[src/rtl/dac_regbank_pkg.sv]
package dac_regbank_pkg;
  localparam int unsigned ADDR_W     = 4;
  localparam int unsigned ADDR_CTRL0 = 8;
  localparam int unsigned ADDR_CTRL1 = 9;
  localparam int unsigned ADDR_PRESET = 10;
  localparam int unsigned ADDR_TWIN  = 12;

  localparam int unsigned C0_PD_BIT   = 4;
  localparam int unsigned C0_DOUT_BIT = 3;
  localparam int unsigned C0_MODE_BIT = 0;

  typedef struct packed {
    logic pd_all;
    logic dout_en;
    logic twos;
  } glob_ctrl_t;
endpackage

[src/rtl/dac_write_decode.sv]
module dac_write_decode
  import dac_regbank_pkg::*;
#(
  parameter int unsigned NCH = 8,
  parameter int unsigned DW  = 12
) (
  input  logic                     fire,
  input  logic [ADDR_W-1:0]        addr,
  input  logic [DW-1:0]            data,
  input  logic                     twos,
  output logic [NCH-1:0]           code_we,
  output logic [NCH-1:0][DW-1:0]   code_wd,
  output logic                     ctrl0_we,
  output logic                     ctrl1_we,
  output logic                     preset_we,
  output logic [DW-1:0]            preset_wd
);
  localparam logic [DW-1:0] MSB_MASK = {1'b1, {(DW-1){1'b0}}};

  logic [DW-1:0] conv;

  always_comb begin
    conv = twos ? (data ^ MSB_MASK) : data;
  end

  assign ctrl0_we  = fire && (addr == ADDR_W'(ADDR_CTRL0));
  assign ctrl1_we  = fire && (addr == ADDR_W'(ADDR_CTRL1));
  assign preset_we = fire && (addr == ADDR_W'(ADDR_PRESET));
  assign preset_wd = conv;

  for (genvar ch = 0; ch < NCH; ch++) begin : g_ch
    localparam int unsigned PAIR = ch / 2;
    localparam bit          ODD  = (ch % 2) == 1;
    logic direct_hit;
    logic twin_hit;
    assign direct_hit  = fire && (addr == ADDR_W'(ch));
    assign twin_hit    = fire && (addr == ADDR_W'(ADDR_TWIN + PAIR));
    assign code_we[ch] = direct_hit || twin_hit;
    assign code_wd[ch] = (twin_hit && ODD) ? ~conv : conv;
  end
endmodule

[src/rtl/dac_ctrl_regs.sv]
module dac_ctrl_regs
  import dac_regbank_pkg::*;
#(
  parameter int unsigned NPAIR = 4,
  parameter int unsigned DW    = 12
) (
  input  logic             clk,
  input  logic             rst_n,
  input  logic             ctrl0_we,
  input  logic             ctrl1_we,
  input  logic [DW-1:0]    data,
  output glob_ctrl_t       glob,
  output logic [NPAIR-1:0] pair_pd,
  output logic [NPAIR-1:0] pair_fast
);
  logic [NPAIR-1:0] pd_bits;

  always_ff @(posedge clk or negedge rst_n) begin
    if (!rst_n) begin
      glob      <= '0;
      pd_bits   <= '0;
      pair_fast <= '0;
    end else begin
      if (ctrl0_we) begin
        glob.pd_all  <= data[C0_PD_BIT];
        glob.dout_en <= data[C0_DOUT_BIT];
        glob.twos    <= data[C0_MODE_BIT];
      end
      if (ctrl1_we) begin
        pd_bits   <= data[2*NPAIR-1:NPAIR];
        pair_fast <= data[NPAIR-1:0];
      end
    end
  end

  for (genvar p = 0; p < NPAIR; p++) begin : g_pd
    assign pair_pd[p] = pd_bits[p] | glob.pd_all;
  end
endmodule

[src/rtl/dac_code_bank.sv]
module dac_code_bank #(
  parameter int unsigned NCH = 8,
  parameter int unsigned DW  = 12
) (
  input  logic                   clk,
  input  logic                   rst_n,
  input  logic [NCH-1:0]         code_we,
  input  logic [NCH-1:0][DW-1:0] code_wd,
  input  logic                   preset_we,
  input  logic [DW-1:0]          preset_wd,
  input  logic                   load_n,
  input  logic                   preset_n,
  input  logic                   preset_sync,
  output logic [NCH-1:0][DW-1:0] dac_code
);
  logic [DW-1:0] preset_q;

  always_ff @(posedge clk or negedge rst_n) begin
    if (!rst_n)         preset_q <= '0;
    else if (preset_we) preset_q <= preset_wd;
  end

  for (genvar ch = 0; ch < NCH; ch++) begin : g_ch
    logic [DW-1:0] in_q;
    logic [DW-1:0] in_next;
    logic [DW-1:0] out_q;

    assign in_next = code_we[ch] ? code_wd[ch] : in_q;

    always_ff @(posedge clk or negedge rst_n) begin
      if (!rst_n) begin
        in_q  <= '0;
        out_q <= '0;
      end else begin
        in_q <= in_next;
        if (!preset_sync) out_q <= preset_q;
        else if (!load_n) out_q <= in_next;
      end
    end

    assign dac_code[ch] = preset_n ? out_q : preset_q;
  end
endmodule

[src/rtl/octal_dac_regbank.sv]
module octal_dac_regbank
  import dac_regbank_pkg::*;
#(
  parameter int unsigned NCH = 8,
  parameter int unsigned DW  = 12
) (
  input  logic                   clk,
  input  logic                   rst_n,
  input  logic                   wr_valid,
  output logic                   wr_ready,
  input  logic [ADDR_W-1:0]      wr_addr,
  input  logic [DW-1:0]          wr_data,
  input  logic                   load_n,
  input  logic                   preset_n,
  output logic [NCH-1:0][DW-1:0] dac_code,
  output logic                   pd_all,
  output logic [NCH/2-1:0]       pair_pd,
  output logic [NCH/2-1:0]       pair_fast,
  output logic                   dout_en
);
  localparam int unsigned NPAIR = NCH / 2;

  logic                   fire;
  logic [1:0]             psync_ff;
  logic                   preset_sync;
  glob_ctrl_t             glob;
  logic [NCH-1:0]         code_we;
  logic [NCH-1:0][DW-1:0] code_wd;
  logic                   ctrl0_we;
  logic                   ctrl1_we;
  logic                   preset_we;
  logic [DW-1:0]          preset_wd;

  always_ff @(posedge clk or negedge rst_n) begin
    if (!rst_n) wr_ready <= 1'b0;
    else        wr_ready <= 1'b1;
  end

  always_ff @(posedge clk or negedge rst_n) begin
    if (!rst_n) psync_ff <= 2'b11;
    else        psync_ff <= {psync_ff[0], preset_n};
  end

  assign preset_sync = psync_ff[1];
  assign fire        = wr_valid && wr_ready;

  dac_write_decode #(.NCH(NCH), .DW(DW)) i_decode (
    .fire      (fire),
    .addr      (wr_addr),
    .data      (wr_data),
    .twos      (glob.twos),
    .code_we   (code_we),
    .code_wd   (code_wd),
    .ctrl0_we  (ctrl0_we),
    .ctrl1_we  (ctrl1_we),
    .preset_we (preset_we),
    .preset_wd (preset_wd)
  );

  dac_ctrl_regs #(.NPAIR(NPAIR), .DW(DW)) i_ctrl (
    .clk       (clk),
    .rst_n     (rst_n),
    .ctrl0_we  (ctrl0_we),
    .ctrl1_we  (ctrl1_we),
    .data      (wr_data),
    .glob      (glob),
    .pair_pd   (pair_pd),
    .pair_fast (pair_fast)
  );

  dac_code_bank #(.NCH(NCH), .DW(DW)) i_bank (
    .clk         (clk),
    .rst_n       (rst_n),
    .code_we     (code_we),
    .code_wd     (code_wd),
    .preset_we   (preset_we),
    .preset_wd   (preset_wd),
    .load_n      (load_n),
    .preset_n    (preset_n),
    .preset_sync (preset_sync),
    .dac_code    (dac_code)
  );

  assign pd_all  = glob.pd_all;
  assign dout_en = glob.dout_en;
endmodule

[config.mk]
export PLATFORM = sky130hd
export DESIGN_NAME = octal_dac_regbank
export DESIGN_NICKNAME = d
export VERILOG_FILES = /design/src/rtl/dac_regbank_pkg.sv /design/src/rtl/dac_write_decode.sv /design/src/rtl/dac_ctrl_regs.sv /design/src/rtl/dac_code_bank.sv /design/src/rtl/octal_dac_regbank.sv
export SDC_FILE = /design/constraint.sdc
export NUM_CORES = 1
export LEC_CHECK = 0
export BUFFER_PORTS_ARGS = -buffer_cell sky130_fd_sc_hd__buf_4
export CAP_MARGIN = 15
export CORE_MARGIN = 2
export CORE_UTILIZATION = 60
export DETAILED_ROUTE_END_ITERATION = 8
export GPL_TIMING_DRIVEN = 1
export HOLD_SLACK_MARGIN = 0.06
export MAX_ROUTING_LAYER = met4
export PLACE_DENSITY = 0.92
export REMOVE_ABC_BUFFERS = 1
export SYNTH_ARGS = -nofsm -noshare
export SYNTH_HDL_FRONTEND = slang
export SYNTH_SLANG_ARGS = --single-unit
[constraint.sdc]
create_clock -name clk -period 3.45 [get_ports clk]
set_input_delay 0.69 -clock clk [delete_from_list [all_inputs] [get_ports clk]]
set_output_delay 0.69 -clock clk [all_outputs]
set_load 0.01 [all_outputs]
After elaboration in Yosys (flattened, before gate mapping)
Index checks and enable logic that the tools add are counted.

word-level totals
  flip-flop bits (word level) = 218
  output and inout bits = 107

operators by class
  eq/ne operators = 15
  mux-type cells = 37
  bitwise logic cells = 6
  reduce and logical (&&, ||, !) cells = 25

operators by type and width
  operator                                              count
  two-way mux 12 bit                                    37
  equality test 4 bit (second input constant)           7
  equality test 4 x 3 -> 1 bit (second input constant)  4
  logical AND 1 bit                                     16
  inverter 12 bit                                       1
  equality test 4 x 2 -> 1 bit (second input constant)  2
  logical OR 1 bit                                      8
  equality test 4 x 1 -> 1 bit (second input constant)  1
  logical NOT 4 bit                                     1
  OR 1 bit                                              4
  != test 2 bit (second input constant)                 1
  inverter 1 bit                                        1

Logic depth before layout (Yosys ltp)
Gate-level depths: netlist of run 1.

  depth after elaboration = 7
  mapped depth = 7
  gate-level depth less buffers = 4

By module
From an unflattened synthesis of run 1, not the netlist that was laid out.

unflattened totals
  cells, all modules = 975
  area, all modules = 10747.8 µm²

by module, submodules not included
  module             times used  cells each  area an instance (µm²)  seq. area each (µm²)
  dac_code_bank      1           795         8988.6                  5104.9
  dac_write_decode   1           148         1206.2                  0.0
  dac_ctrl_regs      1           27          465.4                   275.3
  octal_dac_regbank  1           5           87.6                    77.6

Least setup slack after synthesis of run 1
No wires, ideal clock.

  path kind = input -> output
  start point = input port preset_n
  end point = output port dac_code[12] (netlist bit)
  data arrival time = 1842 ps
  setup slack = 918 ps
  stages on the path = 6
  cell sequence = clkbuf_1 > clkbuf_1 > clkbuf_1 > buf_1 > nand2_1 > nand2_1

RTL lines
  element      line                     RTL
  from (decl)  octal_dac_regbank.sv:14  input logic preset_n,
  to (decl)    octal_dac_regbank.sv:15  output logic [NCH-1:0][DW-1:0] dac_code,

Final worst setup path of run 1
  start point = register wr_ready
  end point = register i_bank.g_ch[4].out_q[5]

on the way
  cells in the longest elaborated chain, start to end = 6
  elaborated cells between the ends (all ways) = 7
  those cells by class = mux (3); reduce/logical (4)

ends and longest elaborated chain
  element                                      line                                            RTL
  from (decl)                                  octal_dac_regbank.sv:10                         output logic wr_ready,
  from (signal assigned)                       octal_dac_regbank.sv:35                         if (!rst_n) wr_ready <= 1'b0;
  from (signal assigned)                       octal_dac_regbank.sv:36                         else wr_ready <= 1'b1;
  logical AND 1 bit *                          octal_dac_regbank.sv:45                         assign fire = wr_valid && wr_ready;
  logical AND 1 bit, on equally long branches  dac_write_decode.sv:36, dac_write_decode.sv:37
  logical OR 1 bit *                           dac_write_decode.sv:38                          assign code_we[ch] = direct_hit || twin_hit;
  two-way mux 12 bit *                         dac_code_bank.sv:28                             assign in_next = code_we[ch] ? code_wd[ch] : in_q;
  named net i_bank.g_ch[4].in_next[5]          dac_code_bank.sv:25                             logic [DW-1:0] in_next;
  two-way mux 12 bit *                         dac_code_bank.sv:37                             else if (!load_n) out_q <= in_next;
  two-way mux 12 bit *                         dac_code_bank.sv:36                             if (!preset_sync) out_q <= preset_q;
  to (signal assigned)                         dac_code_bank.sv:36
  to (signal assigned)                         dac_code_bank.sv:37
  to (decl)                                    dac_code_bank.sv:26                             logic [DW-1:0] out_q;

The timed path passes the listed nets; every way through them passes the cells marked *. The select of a mux whose other input is x is not followed.
A chain may end at the register's enable or synchronous reset.

==> results of run 1 <==
[per-layer routing]
| metal | part of all wire (%) | global-route usage, % |
|---|---|---|
| met1 | 39 | 43.01 |
| met2 | 46 | 50.62 |
| met3 | 10 | 5.989 |
| met4 | 5.0 | 15.89 |
| met5 | 0 | - |
[path summary, 6_finish.rpt]
kind | slack, ns | endpoint | start
max | 0.77 | i_bank.g_ch[4].out_q[5]$_DFFE_PN0P_ | wr_ready$_DFF_PN0_
min | 0.24 | i_bank.g_ch[6].in_q[9]$_DFF_PN0_ | rst_n
max reg2reg | 0.77 | i_bank.g_ch[4].out_q[5]$_DFFE_PN0P_ | wr_ready$_DFF_PN0_
min reg2reg | 0.36 | psync_ff[1]$_DFF_PN1_ | psync_ff[0]$_DFF_PN1_
max in group asynchronous | 2.35 | psync_ff[1]$_DFF_PN1_ | rst_n
min in group clk | 0.36 | psync_ff[1]$_DFF_PN1_ | psync_ff[0]$_DFF_PN1_
[flip-flops by register name (all words and copies together) (netlist names)]
signal and flops:
psync_ff 2, i_bank.preset_q 12, i_bank.g_ch.in_q 96, i_bank.g_ch.out_q 96, i_ctrl.pair_fast 4, wr_ready 1
i_ctrl.glob 3, i_ctrl.pd_bits 4
[layout make-up]
cell class | count | area [sq um]
clock inverters | 8 | 42.54
fillers | 1346 | 5388
clock buffers | 33 | 673.1
flip-flops and latches | 218 | 5458
repair buffers | 169 | 1325
multi-input cells | 858 | 5436
well taps | 234 | 292.8
inverters | 24 | 90.09
[metrics by stage]
step	worst slack (ns)	hold WS [ns]	cells
final	0.7720	0.2387	1544
after global routing	0.7384	0.2955	1544
after CTS	0.8662	0.2769	1544
after detailed placement	0.6580	0.3472	1503
after global placement	0.7404	0.3483	1503
after floorplan	0.3366	0.3452	1100
[worst max-delay path: cells and delay by family, from the launching register on]
| family | cells | cell delay [ns] |
|---|---|---|
| and+or+nand+nor | 2 | 0.78 |
| DFF | 1 | 0.59 |
| buffers and inverters | 2 | 0.54 |
| muxes | 1 | 0.37 |
| AOI/OAI and AO/OA | 1 | 0.27 |
[synth_stat cells (all sizes together), types with 18 or more instances]
library cell and n:
o211ai 29, o21bai 22, nor3b 19, and3 44
nor2 24, clkbuf 81, nor2b 21, a211o 33
dfrtp 216, a21oi 41, nand2b 32, mux2 50
o21ai 88, buf 32, a41o 18, inv 24
mux2i 33, a31oi 27, nand2 239
[logic make-up (layout without fill, tap and decap cells)]
family          Yosys count  after routing  share of synthesized area (%)
compound gates          336            336                          20.27
xor+xnor                 17             17                          1.300
buf+inv                 137            234                          4.926
flops                   218            218                          47.64
mux                      83             83                          8.093
other cells               1              1                        0.03273
simple gates            421            421                          17.74
[power breakdown]
part | internal [W] | switching [W]
clock network | 0.00135 | 0.00101
logic | 0.000903 | 0.00102
registers | 0.00308 | 0.000296
total | 0.00533 | 0.00232
==> results.sh, run 1 <==
export IMPL_layout_common_cells="nand2_1, dfrtp_1, buf_4"
export IMPL_tns_ns=0
export IMPL_coreArea_sq_um=18710
export IMPL_finalHoldViolations=0
export IMPL_synth_seq_cells=218
export IMPL_worstHoldPathType="primary input to asynchronous set/reset pin"
export IMPL_synth_area_top_cells="dfrtp_1, nand2_1, o21ai_0"
export IMPL_htreeDepth=1
export IMPL_cts_hold_buffers_added=0
export IMPL_power_density_nw_per_um2=574.9
export IMPL_irDropWorstVdd_mv=0.3890
export IMPL_grt_max_degree=89
export IMPL_startpoint_type="flip-flop"
export IMPL_syn_to_final_growth_pct=16.25
export IMPL_synth_top_area_share_pct=47.18
export IMPL_cp_arrival_ns=3.07
export IMPL_crit_path_end_kind="flip-flop"
export IMPL_slowest_stage="nor3_2"
export IMPL_clkSlewWorstSetupHoldPaths_ns=0.06
export IMPL_grt_pass1_wl_um=51340
export IMPL_vias=10210
export IMPL_synth_edf_count=0
export IMPL_finalCriticalPeriod_ns=2.678
export IMPL_totalPowerFinal_w=0.007657
export IMPL_fin_skew_ns=0.008884
export IMPL_cp_cell_sequence="nand3_2 -> buf_4 -> nor3_2 -> buf_4 -> mux2_1 -> a211o_1"
export IMPL_yosysSeqAreaShare_pct=47.64
export IMPL_fin_nets=1315
export IMPL_n_antenna_cell=0
export IMPL_final_max_slew_viol_count=0
export IMPL_path_class="flip-flop to flip-flop"
export IMPL_cpMostUsedCell="buf_4"
export IMPL_synth_area_sq_um=11460
export IMPL_max_freq_ghz=0.3734
export IMPL_routed_wirelength_um=32770
export IMPL_ant_nets=0
export IMPL_synth_area_per_cell_sq_um=9.444
export IMPL_yosys_warnings=0
export IMPL_dpl_hpwl_um=21060
export IMPL_yosys_area_top_type="dfrtp_1"
export IMPL_die_w_um=142.2
export IMPL_postCtsSetupBuffers=0
export IMPL_critical_path_max_stage_delay_ns=0.66
export IMPL_numPortBuffers=127
export IMPL_placed_area_sq_um=12600
export IMPL_max_slew_margin_pct=44.74
export IMPL_synth_cell_type_count=59
export IMPL_clock_root_buffer="clkbuf_16"
export IMPL_cts_tree="yes"
export IMPL_worstMarginPinSlew_ns=0.8259
export IMPL_fp_dieH_um=142.2
export IMPL_p_leak_nw=6.814
export IMPL_rsz0062_at_grt="false"
export IMPL_path_max_fanout=15
export IMPL_grt_overflow=0
export IMPL_routedWlPerCell_um=21.23
export IMPL_layout_drive_gt1_share_pct=19.54
export IMPL_drt_pass1_iter_count=8
export IMPL_synth_ff_type="dfrtp_1"
export IMPL_stdcell_area_sq_um=13320
export IMPL_place_congestion=0.8967
export IMPL_status="complete, no violations"
export IMPL_clkSinkCount=218
export IMPL_cap_violations=0
export IMPL_finalSetupViolations=0
export IMPL_final_common_cell="nand2_1"
export IMPL_antenna_found_initial=0
export IMPL_track_usage_pct=33.07
export IMPL_cts_buffer_depth=3
export IMPL_numCtsBuffers=23
export IMPL_fin_util_pct=71.20
export IMPL_ys_async_sr_fraction_pct=100.0
export IMPL_worstRegToRegCells=6
export IMPL_die_area_sq_um=20220
export IMPL_drc=0
export IMPL_rows=50
export IMPL_vias_per_cell=6.609
export IMPL_grt_pass1_vias=9982
export IMPL_start_util_pct=61.24
export IMPL_ioPinCount=128
export IMPL_cp_required_ns=3.84
export IMPL_clk_insertion_delay_late_ns=0.51
export IMPL_finalCritPeriodShare_pct=77.62
export IMPL_drt_iter0_markers=1397
export IMPL_cts_resized=0
export IMPL_synthCells=1213
No activity file was read; power rests on OpenSTA's default activity.
==> run 2: changes to the inputs <==
--- a/config.mk
+++ b/config.mk
@@ -8,12 +8,12 @@
 export BUFFER_PORTS_ARGS = -buffer_cell sky130_fd_sc_hd__buf_4
 export CAP_MARGIN = 15
 export CORE_MARGIN = 2
-export CORE_UTILIZATION = 60
+export CORE_UTILIZATION = 53
 export DETAILED_ROUTE_END_ITERATION = 8
 export GPL_TIMING_DRIVEN = 1
 export HOLD_SLACK_MARGIN = 0.06
 export MAX_ROUTING_LAYER = met4
-export PLACE_DENSITY = 0.92
+export PLACE_DENSITY = 0.87
 export REMOVE_ABC_BUFFERS = 1
 export SYNTH_ARGS = -nofsm -noshare
 export SYNTH_HDL_FRONTEND = slang
==> constraint.sdc (replaced) <==
create_clock -name clk -period 2.4 [get_ports clk]
set_input_delay 0.48 -clock clk [delete_from_list [all_inputs] [get_ports clk]]
set_output_delay 0.48 -clock clk [all_outputs]
set_load 0.01 [all_outputs]
==> run 2 against run 1 <==
  * Core utilization decreased by 6.0 points
  * Clock power up 66%
  * Design area rose by 3.3%
  * Via count shrank 1.1%
  * Fmax up 21%
  * Critical path depth down 1
  * Hold slack got worse by 0.055 ns
  * Sequential power is 43% higher
  * Sequential share of layout area decreased by 1.3 points
  * Setup slack lost 0.59 ns
  * Count of clock-buffer cells in the layout grew 3
  * Final cell count increased by 4.4%
  * Critical endpoint is now i_bank.g_ch[5].out_q[3]$_DFFE_PN0P_
==> results.sh, run 2 (synthesized netlist as in run 1, its figures left out) <==
export IMPL_numCtsBuffers=24
export IMPL_cts_buffer_depth=3
export IMPL_largestRegisters="i_bank.g_ch.in_q (96), i_bank.g_ch.out_q (96), i_bank.preset_q (12)"
export IMPL_setup_ws_ns=0.1829
export IMPL_clkSlewWorstSetupHoldPaths_ns=0.06
export IMPL_path_class="flip-flop to flip-flop"
export IMPL_clkSinkCount=218
export IMPL_routedWlPerCell_um=20.40
export IMPL_numPortBuffers=127
export IMPL_worstHoldPathType="primary input to flip-flop"
export IMPL_stdcell_area_sq_um=13760
export IMPL_rows=53
export IMPL_vias=10090
export IMPL_fin_nets=1340
export IMPL_drc=0
export IMPL_start_util_pct=54.33
export IMPL_finalCriticalPeriod_ns=2.217
export IMPL_finalCritPeriodShare_pct=92.38
export IMPL_fin_skew_ns=0.006882
export IMPL_die_w_um=151.0
export IMPL_antenna_found_initial=0
export IMPL_cts_resized=0
export IMPL_startpoint_type="flip-flop"
export IMPL_final_common_cell="nand2_1"
export IMPL_power_density_nw_per_um2=839.2
export IMPL_vias_per_cell=6.259
export IMPL_postCtsSetupBuffers=0
export IMPL_finalSetupViolations=0
export IMPL_worstMarginPinSlew_ns=0.6552
export IMPL_max_slew_margin_pct=56.23
export IMPL_crit_path_end_kind="flip-flop"
export IMPL_cp_arrival_ns=2.67
export IMPL_grt_pass1_wl_um=52320
export IMPL_fp_dieH_um=151.0
export IMPL_cp_required_ns=2.85
export IMPL_irDropWorstVdd_mv=0.5579
export IMPL_drt_iter0_markers=1154
export IMPL_placed_area_sq_um=12900
export IMPL_rsz0062_at_grt="false"
export IMPL_htreeDepth=1
export IMPL_track_usage_pct=29.94
export IMPL_grt_overflow=0
export IMPL_clock_root_buffer="clkbuf_16"
export IMPL_p_leak_nw=6.994
export IMPL_grt_pass1_vias=9795
export IMPL_place_ws_ns=0.07510
export IMPL_drt_pass1_iter_count=6
export IMPL_clk_insertion_delay_late_ns=0.52
export IMPL_grt_max_degree=82
export IMPL_ioPinCount=128
export IMPL_die_area_sq_um=22810
export IMPL_cts_hold_buffers_added=1
export IMPL_status="complete, no violations"
export IMPL_n_fill_cell=1666
export IMPL_cts_tree="yes"
export IMPL_layout_common_cells="nand2_1, dfrtp_1, buf_4"
export IMPL_dpl_hpwl_um=21440
export IMPL_layout_drive_gt1_share_pct=20.94
export IMPL_routed_wirelength_um=32880
export IMPL_finalHoldViolations=0
export IMPL_n_antenna_cell=0
export IMPL_coreArea_sq_um=21090
export IMPL_syn_to_final_growth_pct=20.08
export IMPL_path_max_fanout=19
export IMPL_cap_violations=0
export IMPL_ant_nets=0
export IMPL_place_congestion=0.8800
export IMPL_max_freq_ghz=0.4510
export IMPL_final_max_slew_viol_count=0
run 2: cell types whose count changed in the layout (fill, tap and decap cells not counted), sizes merged:
| cell | previous run | this run |
|---|---|---|
| bufinv | 0 | 3 |
| dlygate4sd3 | 0 | 1 |
| clkbuf | 34 | 37 |
| clkinvlp | 1 | 4 |
| buf | 168 | 191 |
| inv | 24 | 25 |
| clkinv | 7 | 0 |
run 2: report_power, final:
group / internal [W] / switching, W / leakage [nW] / total [W]
sequential: 0.00443 / 0.000409 / 2.69 / 0.00483
combinational: 0.00134 / 0.00146 / 3.91 / 0.00280
clock: 0.00239 / 0.00152 / 0.399 / 0.00391
total: 0.00815 / 0.00339 / 6.99 / 0.0115
run 2: area by class of cell:
cell class,instances,area (sq um),area share [%]
Inverter,24,90.09,0.6548
Clock buffer,36,716.9,5.211
Sequential cell,218,5458,39.67
Tap cell,275,344.1,2.501
Multi-Input combinational cell,858,5436,39.52
Clock inverter,8,128.9,0.9368
Timing Repair Buffer,193,1583,11.51
run 2: critical path, cell delays in order, from the launching register on:
cell and delay [ns]:
dfrtp_1 0.63, nand4b_2 0.51, nor2_1 0.23, buf_4 0.27
mux2i_1 0.29, a41o_1 0.21
run 2: metal layers:
metal  vias up  GRT usage, %  wire, um
met3        93         5.783      3122
met4         0         9.673       954
li1       4507             -         -
met2       569         47.00     15720
met5         -             -         0
met1      4921         39.56     13090
run 2: path summary, 6_finish.rpt:
kind	start	cells past startpoint	slack (ns)	endpoint
worst max-delay path	wr_ready$_DFF_PN0_	5	0.18	i_bank.g_ch[5].out_q[3]$_DFFE_PN0P_
min in group asynchronous	rst_n	2	0.52	i_bank.g_ch[6].in_q[10]$_DFF_PN0_
max in group asynchronous	rst_n	3	1.10	i_bank.g_ch[5].out_q[3]$_DFFE_PN0P_
worst max register to register	wr_ready$_DFF_PN0_	5	0.18	i_bank.g_ch[5].out_q[3]$_DFFE_PN0P_
worst min register to register	psync_ff[0]$_DFF_PN1_	0	0.36	psync_ff[1]$_DFF_PN1_
worst min-delay path	preset_n	1	0.18	psync_ff[0]$_DFF_PN1_
run 2: through the flow:
step                      util [%]  hold slack (ns)  total power [W]  std cells  TNS, ns
after detailed placement     61.18           0.3512         0.007642       1567        0
after CTS                    65.24           0.1695          0.01157       1612        0
after global routing         65.24           0.1739          0.01209       1612        0
after global placement       61.18           0.3459         0.007492       1567        0
final                        65.24           0.1837          0.01154       1612        0
after floorplan                  -           0.1844         0.006392       1100   -24.71
